==> src/rtl/dpsr_pkg.sv <==
package dpsr_pkg;

    localparam int DPSR_W = 8;

    typedef enum logic [1:0] {
        M_SHIFT    = 2'd0,
        M_LOAD_CLK = 2'd1,
        M_LOAD_LVL = 2'd2
    } mode_e;

    typedef struct packed {
        mode_e mode;
        logic  src_is_a;
        logic  load_ok;
    } ctrl_t;

    function automatic mode_e pick_mode(input logic par, input logic asy);
        if (!par)
            return M_SHIFT;
        else if (asy)
            return M_LOAD_LVL;
        else
            return M_LOAD_CLK;
    endfunction

    function automatic logic source_enabled(input logic src_is_a, input logic port_a_en);
        return src_is_a ? port_a_en : 1'b1;
    endfunction

endpackage

==> src/rtl/dpsr_ctrl.sv <==
module dpsr_ctrl
    import dpsr_pkg::*;
#(
    parameter int W = DPSR_W
) (
    input  logic         par_mode,
    input  logic         async_par,
    input  logic         dir_a2b,
    input  logic         a_en,
    input  logic [W-1:0] a_in,
    input  logic [W-1:0] b_in,
    output ctrl_t        ctrl,
    output logic [W-1:0] src_word
);

    always_comb begin
        ctrl.mode     = pick_mode(par_mode, async_par);
        ctrl.src_is_a = dir_a2b;
        ctrl.load_ok  = source_enabled(dir_a2b, a_en);
        src_word      = dir_a2b ? a_in : b_in;
    end

endmodule

==> src/rtl/dpsr_core.sv <==
module dpsr_core
    import dpsr_pkg::*;
#(
    parameter int W = DPSR_W
) (
    input  logic         clk,
    input  logic         rst,
    input  ctrl_t        ctrl,
    input  logic [W-1:0] src_word,
    input  logic         ser_in,
    output logic [W-1:0] state_q
);

    logic [W-1:0] shifted;
    logic [W-1:0] state_d;
    logic         do_load;

    assign shifted[0] = ser_in;

    genvar gi;
    generate
        for (gi = 1; gi < W; gi++) begin : g_stage
            assign shifted[gi] = state_q[gi-1];
        end
    endgenerate

    always_comb begin
        do_load = (ctrl.mode != M_SHIFT) && ctrl.load_ok;
        state_d = state_q;
        if (ctrl.mode == M_SHIFT)
            state_d = shifted;
        else if (do_load)
            state_d = src_word;
    end

    always_ff @(posedge clk) begin
        if (rst)
            state_q <= '0;
        else
            state_q <= state_d;
    end

endmodule

==> src/rtl/dpsr_ports.sv <==
module dpsr_ports
    import dpsr_pkg::*;
#(
    parameter int W = DPSR_W
) (
    input  logic         rst,
    input  logic         a_en,
    input  ctrl_t        ctrl,
    input  logic [W-1:0] src_word,
    input  logic [W-1:0] state_q,
    output logic [W-1:0] a_out,
    output logic         a_oe,
    output logic [W-1:0] b_out,
    output logic         b_oe,
    output logic         ser_out
);

    logic         live;
    logic [W-1:0] view;

    always_comb begin
        live    = !rst && (ctrl.mode == M_LOAD_LVL) && ctrl.load_ok;
        view    = live ? src_word : state_q;
        a_out   = view;
        b_out   = view;
        b_oe    = ctrl.src_is_a;
        a_oe    = a_en && !ctrl.src_is_a;
        ser_out = state_q[W-1];
    end

endmodule

==> src/rtl/dual_port_shreg.sv <==
module dual_port_shreg
    import dpsr_pkg::*;
#(
    parameter int W = DPSR_W
) (
    input  logic         clk,
    input  logic         rst,
    input  logic         a_en,
    input  logic         dir_a2b,
    input  logic         async_par,
    input  logic         par_mode,
    input  logic         ser_in,
    input  logic [W-1:0] a_in,
    input  logic [W-1:0] b_in,
    output logic [W-1:0] a_out,
    output logic         a_oe,
    output logic [W-1:0] b_out,
    output logic         b_oe,
    output logic         ser_out
);

    ctrl_t        ctrl;
    logic [W-1:0] src_word;
    logic [W-1:0] state_q;

    dpsr_ctrl #(.W(W)) u_ctrl (
        .par_mode (par_mode),
        .async_par(async_par),
        .dir_a2b  (dir_a2b),
        .a_en     (a_en),
        .a_in     (a_in),
        .b_in     (b_in),
        .ctrl     (ctrl),
        .src_word (src_word)
    );

    dpsr_core #(.W(W)) u_core (
        .clk     (clk),
        .rst     (rst),
        .ctrl    (ctrl),
        .src_word(src_word),
        .ser_in  (ser_in),
        .state_q (state_q)
    );

    dpsr_ports #(.W(W)) u_ports (
        .rst     (rst),
        .a_en    (a_en),
        .ctrl    (ctrl),
        .src_word(src_word),
        .state_q (state_q),
        .a_out   (a_out),
        .a_oe    (a_oe),
        .b_out   (b_out),
        .b_oe    (b_oe),
        .ser_out (ser_out)
    );

endmodule

==> config.mk <==
export PLATFORM = sky130hd
export DESIGN_NAME = dual_port_shreg
export DESIGN_NICKNAME = d
export VERILOG_FILES = /design/src/rtl/dpsr_pkg.sv /design/src/rtl/dpsr_ctrl.sv /design/src/rtl/dpsr_core.sv /design/src/rtl/dpsr_ports.sv /design/src/rtl/dual_port_shreg.sv
export SDC_FILE = /design/constraint.sdc
export NUM_CORES = 1
export LEC_CHECK = 0
export ABC_AREA = 1
export BUFFER_PORTS_ARGS = -buffer_cell sky130_fd_sc_hd__buf_4
export CORE_ASPECT_RATIO = 0.5
export CORE_MARGIN = 2
export CORE_UTILIZATION = 25
export DETAILED_ROUTE_END_ITERATION = 12
export GPL_ROUTABILITY_DRIVEN = 0
export PLACE_DENSITY = 0.58
export SLEW_MARGIN = 20
export SYNTH_ARGS = -nofsm -noshare
export SYNTH_HDL_FRONTEND = slang
export SYNTH_SLANG_ARGS = --single-unit
==> constraint.sdc <==
create_clock -name clk -period 1.3 [get_ports clk]
set_input_delay 0.26 -clock clk [delete_from_list [all_inputs] [get_ports clk]]
set_output_delay 0.26 -clock clk [all_outputs]
set_load 0.02 [all_outputs]
==> impl_metrics.yaml <==
outcome:
  status: "complete, but fails checks"
  violations: "setup timing"
pwr:
  power.total_uw: 1020
  power_density_nw_per_um2: 777
  peakVddDrop_mv: 0.322
  leakage_uw: 0.000663
yosys:
  yosys_warnings: 0
  synthCells: 119
  ys_seq_elements: 8
  syn-cell-area_um2: 726
  synth_fp_nets: 142
  ys_top_cells_by_area: "dfxtp_1 22%, nand2_1 18%, buf_4 9.3%"
  synth_top_area_cell: "dfxtp_1"
  yosysTopAreaCellShare_pct: 22.1
  ys_types: 17
  syn_area_per_cell_um2: 6.10
  synth-seq-area-share_pct: 22.1
detailed_routing:
  wl_mm: 2.13
  viasPerCell: 4.21
  first_pass_iters: 4
  drtIter0Drc: 38
  via_count: 871
  routedWlPerCell_um: 10.3
  ant_nets: 0
  post-route-drc-count: 0
sta:
  fin_crit_sh_pct: 105
  rsz0062_at_grt: "yes"
  fmax_ghz: 0.731
  clock_skew_ps: 3.87
  worst_slew_pin_slew_ps: 284
  worst_slack_ps: -68.1
  slew_violations: 0
  slew_headroom_pct: 80.9
  finalHoldViolCount: 0
  setup_viol: 16
  setup-tns-final_ps: -718
  whs_ps: 333
  timing.final.crit_period_ps: 1370
placement:
  port_buffers: 41
  placed_cells: 203
  dp_hpwl_mm: 1.66
critical_path:
  path_class: "input pin to primary output"
  r2r_setup_slack_ps: 540
  cp_max_fo: 13
  r2r_end: "u_core.state_q[5]"
  r2r_cells: 4
  worst_ep_arrival_time_ps: 1110
  required_ps: 1040
  start_kind: "input pin"
  cp-startpoint: "dir_a2b"
  worstReg2RegStart: "u_core.state_q[4]"
  cp-endpoint: "a_out[0]"
  endpoint_kind: "primary output"
die:
  rows: 13
  die_x_um: 80.2
  start_util_pct: 27.2
  core_region_area_um2: 2670
  die_h_um: 42.1
  die_area_um2: 3380
  num_io_pins: 42
grt:
  grt_max_degree: 14
  grt_pass1_wl_mm: 3.50
  grt.total_usage_pct: 13.3
  grt_overflow_total: 0
  grt_pass1_vias: 804
  antenna_found_initial: 0
cts:
  clk_pin_slew_ps: 40
  cts_tree: "yes"
  clock-sinks: 8
  holdBufCountCts: 0
  cts_buffers: 3
  cts-root-buf: "clkbuf_8"
  clock_latency_ps: 230
  max-clock-path-buffers: 2
  htreeDepth: 1
finish:
  reg.largest.list: "u_core.state_q (8)"
  antenna-diode-count: 0
  mostFrequentLayoutCells: "44 x buf_4, 27 x nand2_1, 16 x nor2_1"
  final_common_cell: "buf_4"
  area_growth_pct: 80.9
  finalNonFillerCells: 207
  drive_gt1_share_pct: 50.0
  num-nets-final: 195
  largest_reg_flops: 8
  top_register: "u_core.state_q"
worst_hold_path:
  min_delay_path_depth: 3
  hp-class: "input pin to flip-flop"
flow_run:
  cap_violations: 0
[worst max-delay path, stage by stage]
cell     delay [ps]
buf_8           100
a21oi_4         170
nand3_4          90
buf_12          170
o21ai_4         170
buf_6           140
[timing repair]
action / CTS / global route
endpoints found under the setup margin: 16 / 16
buffers inserted: 1 / 0
pin swaps: 1 / 2
resized for setup: 12 / 13
[final cells by class]
type	count	area, um2
sequential	8	160
multi-input combinational	83	464
fill	280	1360
tap	37	46.3
inverter	15	66.3
clock buffer	3	41.3
timing repair buffer	61	534
[Yosys cell counts (all sizes together)]
master and count:
nand4 8, dfxtp 8, o21ai 16, inv 15, nand3 5, buf 13, nand2 37, nor2 16
a21oi 1
[how the worst min path moves through the flow]
stage / from / endpoint / slack, ps
after floorplan: rst / u_core.state_q[0] / 330
after global placement: rst / u_core.state_q[1] / 570
after detailed placement: u_core.state_q[6] / u_core.state_q[7] / 570
after CTS: rst / u_core.state_q[4] / 330
after global routing: rst / u_core.state_q[4] / 340
final: rst / u_core.state_q[2] / 330
[through the flow]
stage	setup WS, ps	util [%]	cell area (um2)
after CTS	-71.0	47.5	1270
final	-68.1	49.2	1310
after global placement	-184	43.9	1170
after global routing	-103	49.2	1310
after detailed placement	-222	43.9	1170
after floorplan	-205	-	806
[where the power goes]
group          total [uW]  internal, uW  leakage [uW]  switching (uW)
combinational         446           228      0.000575             219
clock                 296           200     0.0000216            95.7
sequential            277           263     0.0000659            13.5
total                1020           691      0.000663             328
[kinds of logic (layout without fill, tap and decap cells)]
kind of cell / after synthesis / count (layout) / synth area share (%)
DFF: 8 / 8 / 22.1
AOI/OAI and AO/OA: 17 / 17 / 15.9
and+or+nand+nor: 66 / 66 / 40.2
buffers and inverters: 28 / 79 / 21.9
[routing by layer]
layer,share of wire (%),track usage (%),up-vias
li1,-,-,472
met1,48,17.1,368
met2,43,21.7,27
met3,6.7,2.37,4
met4,2.0,6.10,0
met5,0,0,-
(Power assumes the default switching activity.)
